<file path="src/rtl/fib_tick_pkg.sv">
package fib_tick_pkg;
  timeunit 1ns;
  timeprecision 1ps;

  // k-th term of 1, 2, 3, 5, 8, ...
  function automatic int fibTerm(input int k);
    int a;
    int b;
    int t;
    a = 1;
    b = 2;
    for (int i = 0; i < k; i++) begin
      t = a + b;
      a = b;
      b = t;
    end
    return a;
  endfunction

  // bits needed to hold value v
  function automatic int bitsFor(input int v);
    int n;
    n = 1;
    while ((1 << n) <= v) n++;
    return n;
  endfunction

  typedef struct packed {
    logic loadBase;      // latch base count for a new phrase
    logic loadInterval;  // load counter with interval of nextStep
    logic countDown;     // decrement running interval
  } tickStrobes_t;
endpackage

</file>
<file path="src/rtl/fib_interval_rom.sv">
module fib_interval_rom import fib_tick_pkg::*; #(
  parameter int STEPS  = 12,
  parameter int STEP_W = 4,
  parameter int FIB_W  = 8
) (
  input  logic [STEP_W-1:0] stepSel,
  output logic [FIB_W-1:0]  fibVal
);
  timeunit 1ns;
  timeprecision 1ps;

  localparam int DEPTH = 1 << STEP_W;

  logic [FIB_W-1:0] romVal [DEPTH];

  for (genvar g = 0; g < DEPTH; g++) begin : gRom
    if (g < STEPS) begin : gUsed
      assign romVal[g] = FIB_W'(fibTerm(g));
    end else begin : gSpare
      assign romVal[g] = '0;
    end
  end

  assign fibVal = romVal[stepSel];
endmodule

</file>
<file path="src/rtl/fib_tick_dp.sv">
module fib_tick_dp import fib_tick_pkg::*; #(
  parameter int BASE_W = 8,
  parameter int STEPS  = 12,
  parameter int STEP_W = 4,
  parameter int FIB_W  = 8,
  parameter int CNT_W  = 16
) (
  input  logic              clk,
  input  logic              rstN,
  input  tickStrobes_t      strb,
  input  logic [STEP_W-1:0] nextStep,
  input  logic [BASE_W-1:0] baseIn,
  output logic              intervalDone
);
  timeunit 1ns;
  timeprecision 1ps;

  logic [BASE_W-1:0] effBase;
  logic [BASE_W-1:0] shadowBase;
  logic [BASE_W-1:0] useBase;
  logic [FIB_W-1:0]  fibVal;
  logic [CNT_W-1:0]  interval;
  logic [CNT_W-1:0]  remain;

  assign effBase = (baseIn == '0) ? BASE_W'(1) : baseIn;
  assign useBase = strb.loadBase ? effBase : shadowBase;

  fib_interval_rom #(
    .STEPS (STEPS),
    .STEP_W(STEP_W),
    .FIB_W (FIB_W)
  ) uRom (
    .stepSel(nextStep),
    .fibVal (fibVal)
  );

  assign interval = CNT_W'(useBase) * CNT_W'(fibVal);

  always_ff @(posedge clk or negedge rstN) begin
    if (!rstN) begin
      shadowBase <= BASE_W'(1);
      remain     <= '0;
    end else begin
      if (strb.loadBase) shadowBase <= effBase;
      if (strb.loadInterval) remain <= interval;
      else if (strb.countDown) remain <= remain - CNT_W'(1);
    end
  end

  assign intervalDone = (remain == CNT_W'(1));
endmodule

</file>
<file path="src/rtl/fib_tick_ctrl.sv">
module fib_tick_ctrl import fib_tick_pkg::*; #(
  parameter int STEP_MIN = 8,
  parameter int STEP_MAX = 12,
  parameter int STEP_W   = 4
) (
  input  logic              clk,
  input  logic              rstN,
  input  logic              en,
  input  logic [STEP_W-1:0] lenIn,
  input  logic              intervalDone,
  output tickStrobes_t      strb,
  output logic [STEP_W-1:0] nextStep,
  output logic [STEP_W-1:0] stepIdx,
  output logic              tick,
  output logic              phraseStart
);
  timeunit 1ns;
  timeprecision 1ps;

  logic              running;
  logic [STEP_W-1:0] shadowLen;
  logic [STEP_W-1:0] lenReq;
  logic              startEv;
  logic              endEv;
  logic              wrapEv;
  logic              newPhrase;

  always_comb begin
    if (lenIn < STEP_W'(STEP_MIN))      lenReq = STEP_W'(STEP_MIN);
    else if (lenIn > STEP_W'(STEP_MAX)) lenReq = STEP_W'(STEP_MAX);
    else                                lenReq = lenIn;
  end

  assign startEv   = en && !running;
  assign endEv     = en && running && intervalDone;
  assign wrapEv    = endEv && (stepIdx == shadowLen - STEP_W'(1));
  assign newPhrase = startEv || wrapEv;

  always_comb begin
    strb.loadBase     = newPhrase;
    strb.loadInterval = newPhrase || endEv;
    strb.countDown    = en && running && !intervalDone;
    nextStep          = newPhrase ? '0 : stepIdx + STEP_W'(1);
  end

  always_ff @(posedge clk or negedge rstN) begin
    if (!rstN) begin
      running     <= 1'b0;
      shadowLen   <= STEP_W'(STEP_MIN);
      stepIdx     <= '0;
      tick        <= 1'b0;
      phraseStart <= 1'b0;
    end else begin
      running     <= en;
      tick        <= endEv;
      phraseStart <= newPhrase;
      if (newPhrase) shadowLen <= lenReq;
      if (strb.loadInterval) stepIdx <= nextStep;
    end
  end
endmodule

</file>
<file path="src/rtl/fib_tick_gen.sv">
module fib_tick_gen import fib_tick_pkg::*; #(
  parameter int BASE_W   = 8,
  parameter int STEP_MIN = 8,
  parameter int STEP_MAX = 12,
  localparam int STEP_W  = bitsFor(STEP_MAX)
) (
  input  logic              clk,
  input  logic              rstN,
  input  logic              en,
  input  logic [BASE_W-1:0] baseCount,
  input  logic [STEP_W-1:0] phraseLen,
  output logic              tick,
  output logic [STEP_W-1:0] stepIdx,
  output logic              phraseStart
);
  timeunit 1ns;
  timeprecision 1ps;

  localparam int FIB_W = bitsFor(fibTerm(STEP_MAX - 1));
  localparam int CNT_W = BASE_W + FIB_W;

  tickStrobes_t      strb;
  logic [STEP_W-1:0] nextStep;
  logic              intervalDone;

  fib_tick_ctrl #(
    .STEP_MIN(STEP_MIN),
    .STEP_MAX(STEP_MAX),
    .STEP_W  (STEP_W)
  ) uCtrl (
    .clk         (clk),
    .rstN        (rstN),
    .en          (en),
    .lenIn       (phraseLen),
    .intervalDone(intervalDone),
    .strb        (strb),
    .nextStep    (nextStep),
    .stepIdx     (stepIdx),
    .tick        (tick),
    .phraseStart (phraseStart)
  );

  fib_tick_dp #(
    .BASE_W(BASE_W),
    .STEPS (STEP_MAX),
    .STEP_W(STEP_W),
    .FIB_W (FIB_W),
    .CNT_W (CNT_W)
  ) uDp (
    .clk         (clk),
    .rstN        (rstN),
    .strb        (strb),
    .nextStep    (nextStep),
    .baseIn      (baseCount),
    .intervalDone(intervalDone)
  );
endmodule

</file>
<file path="config.mk">
export PLATFORM = sky130hd
export DESIGN_NAME = fib_tick_gen
export DESIGN_NICKNAME = d
export VERILOG_FILES = /design/src/rtl/fib_tick_pkg.sv /design/src/rtl/fib_interval_rom.sv /design/src/rtl/fib_tick_dp.sv /design/src/rtl/fib_tick_ctrl.sv /design/src/rtl/fib_tick_gen.sv
export SDC_FILE = /design/constraint.sdc
export NUM_CORES = 1
export LEC_CHECK = 0
export ABC_AREA = 1
export BUFFER_PORTS_ARGS = -buffer_cell sky130_fd_sc_hd__buf_2
export CAP_MARGIN = 20
export CORE_MARGIN = 5
export CORE_UTILIZATION = 38
export CTS_CLUSTER_DIAMETER = 80
export CTS_CLUSTER_SIZE = 30
export DETAILED_ROUTE_END_ITERATION = 10
export PLACE_DENSITY = 0.63
export SYNTH_ARGS = -nofsm -noshare
export SYNTH_HDL_FRONTEND = slang
export SYNTH_SLANG_ARGS = --single-unit
</file>
<file path="constraint.sdc">
create_clock -name clk -period 5.3 [get_ports clk]
set_input_delay 0.795 -clock clk [delete_from_list [all_inputs] [get_ports clk]]
set_output_delay 0.795 -clock clk [all_outputs]
set_load 0.02 [all_outputs]
</file>
Word-level counts from Yosys, hierarchy flattened
Memory sizes are Yosys's and may differ from the RTL's.
Cells that the tools add are included.
{"block": "word_totals", "elab_cells": 38, "romBits": 128, "n_memories": 1, "reg_bits": 35}
{"block": "classes", "multipliers": 1, "n_addsub": 3, "muxes": 9, "eq_ne": 2, "magnitude_cmp": 3, "reduce_logical": 11, "bitwise_logic": 1}
{"memory": "(no name shown)", "words": 16, "width": 8, "read_ports": 1, "rd_clocked_by_memory_dff": 0, "write_ports": 0, "line_no": "fib_interval_rom.sv:24", "source": "assign fibVal = romVal[stepSel];"}
{"cell": "16-bit two-way mux", "count": 2}
{"cell": "8-bit two-way mux", "count": 4}
{"cell": "16-bit by 1-bit == test with 1-bit output (second input constant)", "count": 1}
{"cell": "8-bit by 8-bit multiplier with 16-bit output", "count": 1}
{"cell": "16-bit by 1-bit subtractor with 16-bit output (second input constant)", "count": 1}
{"cell": "4-bit two-way mux", "count": 3}
{"cell": "8-bit logical NOT", "count": 1}
{"cell": "5-bit >= comparator (second input constant)", "count": 1}
{"cell": "1-bit logical AND", "count": 5}
{"cell": "4-bit NOT with 5-bit output", "count": 1}
{"cell": "4-bit by 1-bit adder with 4-bit output (second input constant)", "count": 1}
{"cell": "4-bit == test", "count": 1}
{"cell": "4-bit greater-than comparator (second input constant)", "count": 1}
{"cell": "4-bit less-than comparator (second input constant)", "count": 1}
{"cell": "4-bit by 1-bit subtractor with 4-bit output (second input constant)", "count": 1}
{"cell": "1-bit logical NOT", "count": 2}
{"cell": "1-bit logical OR", "count": 2}
{"cell": "2-bit nonzero test", "count": 1}

Depth between registers and ports, before layout
Gate-level depths: netlist (run 1).
{"block": "logic_depth", "depth_word": 11, "depth_mapped": 39}

Hierarchy
Synthesis (run 1) repeated with hierarchy kept, for this count alone.
{"block": "unflattened", "cells_unflattened": 617, "area_unflattened_um2": 4460.5}
{"module": "fib_tick_dp", "n_inst": 1, "seq_area_each_um2": 601.8, "area_each_um2": 3538.4, "cells_per_inst": 485}
{"module": "fib_tick_ctrl", "n_inst": 1, "seq_area_each_um2": 276.5, "area_each_um2": 745.7, "cells_per_inst": 102}
{"module": "fib_interval_rom", "n_inst": 1, "seq_area_each_um2": 0.0, "area_each_um2": 176.4, "cells_per_inst": 30}

Least setup slack after synthesis (run 1)
No wires, ideal clock.
{"block": "synth_timing", "path_kind": "input -> register", "startpoint": "input port en", "endpoint": "register uDp.remain[13]", "required_ps": 5223, "setup_ps": 77, "stages": 29, "path_slack_ps": -502, "t_arrival_ps": 5725, "path_cell_list": "buf_4 inv_2 or2_1 nand2_2 nand2_8 inv_8 nor2_4 inv_1 ha_1 o21ai_0 nand2_1 inv_1 nand2_1 fa_1 fa_1 inv_1 fa_1 inv_1 fa_1 inv_1 ha_1 nand2_1 inv_1 a21oi_1 o21ai_0 nand3_1 nand3b_1 nand3_1 a21oi_1"}
{"block": "synth_via", "elab_chain_cells": 11, "word_cells_on_any_way": 16, "classes_between": "mul (1); mux (5); bitwise (1); reduce/logical (8); memory (1)"}
{"element": "from (decl)", "line_no": "fib_tick_gen.sv:9", "source": "input logic en,"}
{"element": "1-bit logical AND (2 in series)", "line_no": "fib_tick_ctrl.sv:35", "source": "assign endEv = en && running && intervalDone;"}
{"element": "1-bit logical AND", "line_no": "fib_tick_ctrl.sv:36", "source": "assign wrapEv = endEv && (stepIdx == shadowLen - STEP_W'(1));"}
{"element": "1-bit logical OR *", "line_no": "fib_tick_ctrl.sv:37", "source": "assign newPhrase = startEv || wrapEv;"}
{"element": "4-bit two-way mux *", "line_no": "fib_tick_ctrl.sv:43", "source": "nextStep = newPhrase ? '0 : stepIdx + STEP_W'(1);"}
{"element": "net nextStep[0]", "line_no": "fib_tick_gen.sv:23", "source": "logic [STEP_W-1:0] nextStep;"}
{"element": "4-bit NOT with 5-bit output (not written as such) *", "line_no": "fib_interval_rom.sv:24"}
{"element": "memory 16 x 8 bit *"}
{"element": "8-bit two-way mux (not written as such) * (2 in series)", "line_no": "fib_interval_rom.sv:24"}
{"element": "8-bit by 8-bit multiplier with 16-bit output *", "line_no": "fib_tick_dp.sv:37", "source": "assign interval = CNT_W'(useBase) * CNT_W'(fibVal);"}
{"element": "16-bit two-way mux *", "line_no": "fib_tick_dp.sv:45", "source": "if (strb.loadInterval) remain <= interval;"}
{"element": "to (signal assigned)", "line_no": "fib_tick_dp.sv:45"}
{"element": "to (signal assigned)", "line_no": "fib_tick_dp.sv:46", "source": "else if (strb.countDown) remain <= remain - CNT_W'(1);"}
{"element": "to (decl)", "line_no": "fib_tick_dp.sv:23", "source": "logic [CNT_W-1:0] remain;"}
Mark *: on every way through the listed nets, which the timed path passes. The rest lies on a longest branch. The select of a mux whose other input is x is not followed.
A chain may end at the register's enable or synchronous reset.

Worst setup path in the final report (run 1)
{"block": "layout_timing", "startpoint": "register uCtrl.shadowLen[1]", "endpoint": "register uDp.remain[13]"}
{"block": "layout_via", "elab_chain_cells": 11, "word_cells_on_any_way": 14, "classes_between": "add/sub (1); mul (1); eq/ne (1); mux (5); bitwise (1); reduce/logical (4); memory (1)"}
{"element": "from (decl)", "line_no": "fib_tick_ctrl.sv:21", "source": "logic [STEP_W-1:0] shadowLen;"}
{"element": "from (signal assigned)", "line_no": "fib_tick_ctrl.sv:49", "source": "shadowLen <= STEP_W'(STEP_MIN);"}
{"element": "from (signal assigned)", "line_no": "fib_tick_ctrl.sv:57", "source": "if (newPhrase) shadowLen <= lenReq;"}
{"element": "4-bit by 1-bit subtractor with 4-bit output", "line_no": "fib_tick_ctrl.sv:36"}
{"element": "4-bit == test", "line_no": "fib_tick_ctrl.sv:36"}
{"element": "1-bit logical AND", "line_no": "fib_tick_ctrl.sv:36"}
{"element": "1-bit logical OR", "line_no": "fib_tick_ctrl.sv:37"}
{"element": "4-bit two-way mux", "line_no": "fib_tick_ctrl.sv:43"}
{"element": "net nextStep[1]", "line_no": "fib_tick_gen.sv:23"}
{"element": "4-bit NOT with 5-bit output (not written as such)", "line_no": "fib_interval_rom.sv:24"}
{"element": "memory 16 x 8 bit"}
{"element": "8-bit two-way mux (not written as such) (2 in series)", "line_no": "fib_interval_rom.sv:24"}
{"element": "8-bit by 8-bit multiplier with 16-bit output", "line_no": "fib_tick_dp.sv:37"}
{"element": "16-bit two-way mux", "line_no": "fib_tick_dp.sv:45"}
The timed path passes the listed nets, and every way through them passes these cells. The select of a mux whose other input is x is not followed.

==> Implementation_results.wiki, run 1 <==
{| class="wikitable"
! Metric !! Value
|-
| Number of antenna-violating nets in the routed design || 0
|-
| CTS max path bufs || 2
|-
| Worst path required time || 5520 ps
|-
| Die H || 117.1 um
|-
| Port Buffer Count || 20
|-
| Wirelength per Cell || 13.19 um
|-
| Share of the yosys chip area belonging to registers || 20.15%
|-
| Pin count of the biggest net entering global routing || 36
|-
| Syn Nets || 658
|-
| Min-delay worst type || reg -> reg
|-
| Core area || 0.01132 mm2
|-
| Starting utilization of the core area || 38.51%
|-
| Commonest cells in the netlist || 94 x sky130_fd_sc_hd__inv_1, 86 x sky130_fd_sc_hd__nand2_1, 77 x sky130_fd_sc_hd__nor2_1
|-
| X dimension of the die || 117.1 um
|-
| Clock transition at the register clock pins on the worst setup and hold paths after CTS || 60 ps
|-
| Total area of multi-input combinational cells || 0.003376 mm2
|-
| Antenna violations before repair || 0
|-
| Clock root buffer || sky130_fd_sc_hd__clkbuf_16
|-
| Storage cell area || 878.3 um2
|-
| Top-area cell type share of the netlist area || 18.94%
|-
| Uppermost signal routing layer after detailed routing || met4
|-
| Mapped Area || 0.004359 mm2
|-
| CTS tree || yes
|-
| Final Critical Period || 5488 ps
|-
| Net count reported at finish || 783
|-
| Via-to-Cell Ratio || 4.868
|-
| Total Die Area || 0.01371 mm2
|-
| CP startpoint kind || flop
|-
| Maximum clock skew at final layout || 5.838 ps
|-
| Metal1 wirelength || 4.643 mm
|-
| Tcrit/Tclk final || 103.5%
|-
| Worst setup EP type || flop
|-
| Yosys synthesis warning count || 0
|-
| Global-route wire length before repair || 18.61 mm
|-
| Top-count cell post-synth || sky130_fd_sc_hd__inv_1
|-
| Area of all placed cells without fillers || 0.005913 mm2
|-
| Maximum level of the CTS H-tree || 2
|-
| Layout fillers || 1054
|-
| Number of synthesized flops with an enable pin || 0
|-
| Clock tree sinks || 35
|-
| Iteration count of the initial detailed-routing pass || 4
|-
| Ports placed on the boundary || 21
|-
| Hold Fails Final Rpt || 0
|-
| Global-route total usage across every layer || 17.01%
|-
| Signal arrival time at the worst endpoint || 5710 ps
|-
| Fraction of final layout cells sized beyond drive strength 1 || 38.23%
|-
| Num CTS Buffers || 5
|-
| Final number of max-transition violations || 0
|-
| Cell type contributing the most total cell area after synthesis || sky130_fd_sc_hd__dfrtp_1
|-
| Number of placement rows || 39
|-
| Count of state elements after synthesis || 35
|-
| Violated checks || negative setup slack
|-
| Number of design rule violations left after detail routing || 0
|-
| Iteration-0 DRC Markers || 198
|-
| Detailed route wirelength on metal3 || 336 um
|-
| Half-perimeter wire length after placement || 8.704 mm
|-
| CP Class || reg -> reg
|-
| Setup-failing EPs final || 8
|-
| Achievable Freq || 182.2 MHz
|-
| Number of instances in the synthesized netlist || 562
|-
| Normalized max-slew margin || 44.04%
|-
| Total wire length after detailed routing || 10.96 mm
|-
| Cell occurring most often along the worst timing path || sky130_fd_sc_hd__fa_1
|-
| RePlAce Congestion || 0.9287
|-
| Setup repair after global routing missed its margin || true
|-
| Most used DFF post-synth || sky130_fd_sc_hd__dfrtp_1
|-
| Worst path buffer plus inverter count || 7
|-
| Post-detailed-placement cell area || 0.005384 mm2
|-
| Top area cells in the synthesized netlist || sky130_fd_sc_hd__dfrtp_1 19%, sky130_fd_sc_hd__fa_1 17%, sky130_fd_sc_hd__ha_1 13%, sky130_fd_sc_hd__inv_1 8.1%, sky130_fd_sc_hd__nand2_1 7.4%
|-
| Crit path max fanout || 5
|-
| Count of maximum capacitance violations || 0
|-
| Mean Syn Cell Area || 7.757 um2
|-
| Synthesis-to-layout area growth || 35.65%
|-
| Dominant delay contributor by cell family on the critical path || adder cells
|-
| Worst slew pin tran || 839.4 ps
|-
| Total congestion overflow || 0
|-
| Critical Path Max Stage Delay || 520 ps
|-
| Met2 layer wire length in the routed design || 5.746 mm
|-
| Crit-path slowest cell || sky130_fd_sc_hd__fa_1
|-
| Antenna diodes || 0
|-
| Crit path setup slack, layout || -188.0 ps
|-
| Via count of the first global-routing pass || 4055
|-
| Cell variety after synth || 45
|-
| Worst-Skew Late Latency || 290 ps
|-
| Share of flip-flops with an asynchronous set or reset after synthesis || 100.0%
|-
| Status || finished, violations left
|-
| Vias after detailed routing || 4045
|}
## kinds of logic (layout without fill, tap and decap cells)
kind of cell               after synthesis  after routing  share of synthesized area (%)
and+or+nand+nor                        235            235                          24.43
buffers and inverters                  118            244                          11.25
adders and majority gates               81             81                          29.45
AOI/OAI and AO/OA                       77             77                          11.51
DFF                                     35             35                          20.15
xor gates and xnor gates                16             16                          3.215
## worst register-to-register path, delay by kind of cell, from the launching register on
| kind | cells | cell delay (ps) |
|---|---|---|
| AOI/OAI and AO/OA | 5 | 750 |
| xor gates and xnor gates | 1 | 120 |
| adders and majority gates | 7 | 2670 |
| buffers and inverters | 7 | 500 |
| DFF | 1 | 380 |
| and+or+nand+nor | 10 | 1000 |
## final timing paths
path                                                     to  cells after the start                            from  slack (ps)
worst max-delay path             uDp.remain[13]$_DFFE_PN0P_                     30  uCtrl.shadowLen[1]$_DFFE_PN0N_        -190
worst min-delay path              uDp.remain[5]$_DFFE_PN0P_                      2       uDp.remain[5]$_DFFE_PN0P_         530
worst max register to register   uDp.remain[13]$_DFFE_PN0P_                     30  uCtrl.shadowLen[1]$_DFFE_PN0N_        -190
worst min register to register    uDp.remain[5]$_DFFE_PN0P_                      2       uDp.remain[5]$_DFFE_PN0P_         530
max in group asynchronous       uCtrl.phraseStart$_DFF_PN0_                      1                            rstN        4150
min in group asynchronous        uDp.remain[10]$_DFFE_PN0P_                      1                            rstN         600
## registers in the layout, indices dropped and copies added (netlist names)
signal	cells
uDp.remain	16
uCtrl.tick	1
uCtrl.phraseStart	1
uCtrl.shadowLen	4
uCtrl.running	1
uCtrl.stepIdx	4
uDp.shadowBase	8
## layout make-up
type	instances	share of cell area (%)
clock inverter	1	0.08464
timing repair buffer	127	15.49
sequential	35	14.85
tap	143	3.026
clock buffer	7	2.243
multi-input combinational	409	57.09
inverter	109	7.215
## routing by layer
| metal | track usage, % | up-vias |
|---|---|---|
| met5 | 0 | - |
| met4 | 5.352 | 0 |
| met3 | 1.748 | 16 |
| met2 | 29.84 | 65 |
| met1 | 22.06 | 1937 |
| li1 | - | 2027 |
## through the flow
step           hold WS [ps]  setup slack (ps)  TNS, ps  util (%)  cells
2_1_floorplan         452.8            -87.15   -220.1         -    562
3_3_place_gp          482.4            -359.0    -1991     47.56    805
3_5_place_dp          502.4            -480.3    -2831     47.56    805
4_1_cts               517.3            -100.9   -365.3     50.61    824
5_1_grt               575.4            -429.3    -3232     52.23    831
6_report              529.2            -188.0    -1182     52.23    831
## layout by cell type (no fill, tap or decap), types with 3 or more instances in the layout
cell type	instances
sky130_fd_sc_hd__nand4_1	11
sky130_fd_sc_hd__nor2_1	63
sky130_fd_sc_hd__nand3_2	9
sky130_fd_sc_hd__a21oi_4	3
sky130_fd_sc_hd__nor2_2	13
sky130_fd_sc_hd__a31oi_1	3
sky130_fd_sc_hd__inv_1	77
sky130_fd_sc_hd__fa_1	33
sky130_fd_sc_hd__buf_4	106
sky130_fd_sc_hd__xnor2_1	4
sky130_fd_sc_hd__fa_2	3
sky130_fd_sc_hd__nand2_1	74
sky130_fd_sc_hd__buf_2	20
sky130_fd_sc_hd__o21ai_1	8
sky130_fd_sc_hd__inv_2	29
sky130_fd_sc_hd__a21oi_2	7
sky130_fd_sc_hd__a21oi_1	17
sky130_fd_sc_hd__nand3_1	22
sky130_fd_sc_hd__o21ai_2	5
sky130_fd_sc_hd__ha_1	36
sky130_fd_sc_hd__xor2_1	10
sky130_fd_sc_hd__or2_2	4
sky130_fd_sc_hd__nand2_4	7
sky130_fd_sc_hd__ha_4	7
sky130_fd_sc_hd__dfrtp_1	33
sky130_fd_sc_hd__nand2_2	13
sky130_fd_sc_hd__o21ai_4	6
sky130_fd_sc_hd__o21ai_0	18
sky130_fd_sc_hd__clkbuf_16	5
sky130_fd_sc_hd__nor2_4	7
## repair_timing
action,in CTS,in global routing
pin swaps,35,46
hold buffers,0,0
buffers inserted,11,7
endpoints found under the setup margin,9,11
gates cloned,0,0
resized for setup,32,39
Power of run 1 is left out: the tool's default activity adds up to more than one toggle a clock period on the data nets, which glitch-free logic cannot reach.
==> run 2: changes to the inputs <==
ABC_AREA = 0   (was 1)
SETUP_SLACK_MARGIN = 0.2   (was unset)
==> Implementation_results.wiki, run 2 <==
{| class="wikitable"
! Metric !! Value
|-
| Status || finished, violations left
|-
| Violated checks || negative setup slack
|-
| Antenna violations before repair || 0
|-
| Hold Fails Final Rpt || 0
|-
| Die H || 115.4 um
|-
| CTS max path bufs || 2
|-
| Largest register by flop count || uDp.remain
|-
| Top area cells in the synthesized netlist || sky130_fd_sc_hd__dfrtp_1 20%, sky130_fd_sc_hd__fa_1 17%, sky130_fd_sc_hd__ha_1 13%, sky130_fd_sc_hd__inv_1 5.5%, sky130_fd_sc_hd__o21ai_0 5.2%
|-
| Yosys synthesis warning count || 0
|-
| Count of maximum capacitance violations || 0
|-
| RePlAce Congestion || 0.8744
|-
| Number of design rule violations left after detail routing || 0
|-
| Crit-path slowest cell || sky130_fd_sc_hd__or4_4
|-
| Number of synthesized flops with an enable pin || 0
|-
| Iteration-0 DRC Markers || 273
|-
| Number of antenna-violating nets in the routed design || 0
|-
| Crit path max fanout || 5
|-
| Maximum level of the CTS H-tree || 2
|-
| Share of the yosys chip area belonging to registers || 20.80%
|-
| Register-to-register setup slack || -1000 ps
|-
| Half-perimeter wire length after placement || 9.144 mm
|-
| CP Class || reg -> reg
|-
| Most common library cell in the layout ignoring fill and taps || sky130_fd_sc_hd__buf_4
|-
| Worst path required time || 5480 ps
|-
| Global-route total usage across every layer || 18.47%
|-
| Clock transition at the register clock pins on the worst setup and hold paths after CTS || 80 ps
|-
| Worst path buffer plus inverter count || 6
|-
| Num CTS Buffers || 5
|-
| Commonest cells in the netlist || 62 x sky130_fd_sc_hd__inv_1, 45 x sky130_fd_sc_hd__ha_1, 45 x sky130_fd_sc_hd__nor2_1
|-
| Starting utilization of the core area || 38.78%
|-
| Iteration count of the initial detailed-routing pass || 6
|-
| Via count of the first global-routing pass || 4214
|-
| Port Buffer Count || 20
|-
| Crit path setup slack, layout || -999.9 ps
|-
| Clock tree sinks || 35
|-
| Min-delay worst type || reg -> reg
|-
| Syn Nets || 589
|-
| Setup-failing EPs final || 12
|-
| X dimension of the die || 115.4 um
|-
| Top-area cell type share of the netlist area || 19.56%
|-
| Fraction of final layout cells sized beyond drive strength 1 || 38.06%
|-
| Maximum clock skew at final layout || 10.31 ps
|-
| Count of state elements after synthesis || 35
|-
| Signal arrival time at the worst endpoint || 6480 ps
|-
| Dominant delay contributor by cell family on the critical path || adder cells
|-
| Final number of max-transition violations || 0
|-
| Total Die Area || 0.01332 mm2
|-
| Number of placement rows || 38
|-
| Achievable Freq || 158.7 MHz
|-
| Vias after detailed routing || 4057
|-
| Total wire length after detailed routing || 12.00 mm
|-
| Antenna diodes || 0
|-
| Setup repair after global routing missed its margin || true
|-
| Normalized max-slew margin || 38.06%
|-
| Registers with the highest flip-flop counts || uDp.remain (16), uDp.shadowBase (8)
|-
| Core area || 0.01089 mm2
|-
| Largest register FFs || 16
|-
| Share of flip-flops with an asynchronous set or reset after synthesis || 100.0%
|-
| Global-route wire length before repair || 20.00 mm
|-
| CP startpoint kind || flop
|-
| Number of instances in the synthesized netlist || 493
|-
| Pin count of the biggest net entering global routing || 36
|-
| Via-to-Cell Ratio || 5.283
|-
| Total congestion overflow || 0
|-
| Clock root buffer || sky130_fd_sc_hd__clkbuf_8
|-
| Wirelength per Cell || 15.63 um
|-
| Worst-Skew Late Latency || 290 ps
|-
| Hold Buf Count CTS || 0
|-
| CTS tree || yes
|-
| Cell variety after synth || 60
|-
| Highest-count cells in the layout ignoring fill and taps || 109 x sky130_fd_sc_hd__buf_4, 49 x sky130_fd_sc_hd__inv_1, 38 x sky130_fd_sc_hd__nor2_1, 35 x sky130_fd_sc_hd__ha_1
|-
| Mapped Area || 0.004223 mm2
|-
| Net count reported at finish || 723
|-
| Top-count cell post-synth || sky130_fd_sc_hd__inv_1
|-
| Critical Path Max Stage Delay || 560 ps
|-
| Cell type contributing the most total cell area after synthesis || sky130_fd_sc_hd__dfrtp_1
|-
| Final Critical Period || 6300 ps
|-
| Cell occurring most often along the worst timing path || sky130_fd_sc_hd__fa_1
|-
| Worst setup EP type || flop
|-
| Tcrit/Tclk final || 118.9%
|-
| Ports placed on the boundary || 21
|-
| Worst slew pin tran || 929.1 ps
|-
| Placement Setup Slack || -1187 ps
|-
| Mean Syn Cell Area || 8.566 um2
|-
| Synthesis-to-layout area growth || 40.56%
|-
| Most used DFF post-synth || sky130_fd_sc_hd__dfrtp_1
|}
-- run 2: per-layer routing --
metal  wire [um]  vias up  global-route usage (%)
li1            -     1956                       -
met1        5301     1974                   24.13
met2        5940      104                   31.64
met3         500       23                   3.081
met4         259        0                   5.243
met5           0        -                       0
-- run 2: layout make-up --
cell class	count	area, um2
flip-flops and latches	35	878.3
repair buffers	142	1065
fillers	941	4952
clock inverters	1	5.005
well taps	140	175.2
inverters	64	241.5
multi-input cells	379	3485
clock buffers	7	86.33
-- run 2: worst reg2reg max path: cells and delay by family (launching register included) --
family | cells | cell delay, ps
fa+ha+maj | 6 | 2420
mux | 1 | 180
buf+inv | 6 | 510
flops | 1 | 400
simple gates | 7 | 1570
compound gates | 6 | 1130
-- run 2: what timing repair did --
item	in CTS	in global routing
setup buffers	15	4
endpoints found under the setup margin	12	12
resized for setup	53	24
pin swaps	52	25
-- run 2: metrics by stage --
stage | hold slack [ps] | util, % | setup TNS, ps | cells | instance area (um2)
2_1_floorplan | 456.1 | - | -6936 | 493 | 4413
3_3_place_gp | 495.1 | 49.51 | -8674 | 741 | 5390
3_5_place_dp | 493.3 | 49.51 | -9705 | 741 | 5390
4_1_cts | 515.1 | 53.18 | -7998 | 764 | 5791
5_1_grt | 546.7 | 54.52 | -10930 | 768 | 5936
6_report | 513.6 | 54.52 | -8659 | 768 | 5936
-- run 2: path summary, 6_finish.rpt --
path / from / end / depth (start not counted)
min in group asynchronous: rstN / uCtrl.phraseStart$_DFF_PN0_ / 1
max reg2reg: uDp.remain[12]$_DFFE_PN0P_ / uDp.remain[14]$_DFFE_PN0P_ / 26
max in group asynchronous: rstN / uDp.remain[13]$_DFFE_PN0P_ / 1
min: uDp.remain[5]$_DFFE_PN0P_ / uDp.remain[5]$_DFFE_PN0P_ / 1
min reg2reg: uDp.remain[5]$_DFFE_PN0P_ / uDp.remain[5]$_DFFE_PN0P_ / 1
max: uDp.remain[12]$_DFFE_PN0P_ / uDp.remain[14]$_DFFE_PN0P_ / 26
-- run 2: cell families (layout without fill, tap and decap cells) --
kind of cell    after synthesis  count (layout)  synth area share [%]
simple gates                176             176                 21.78
fa+ha+maj                    81              81                 30.40
xor+xnor                     12              12                 2.489
compound gates              101             101                 15.05
flops                        35              35                 20.80
mux                           9               9                 2.222
buf+inv                      79             214                 7.259
Power of run 2 is left out for the same reason.
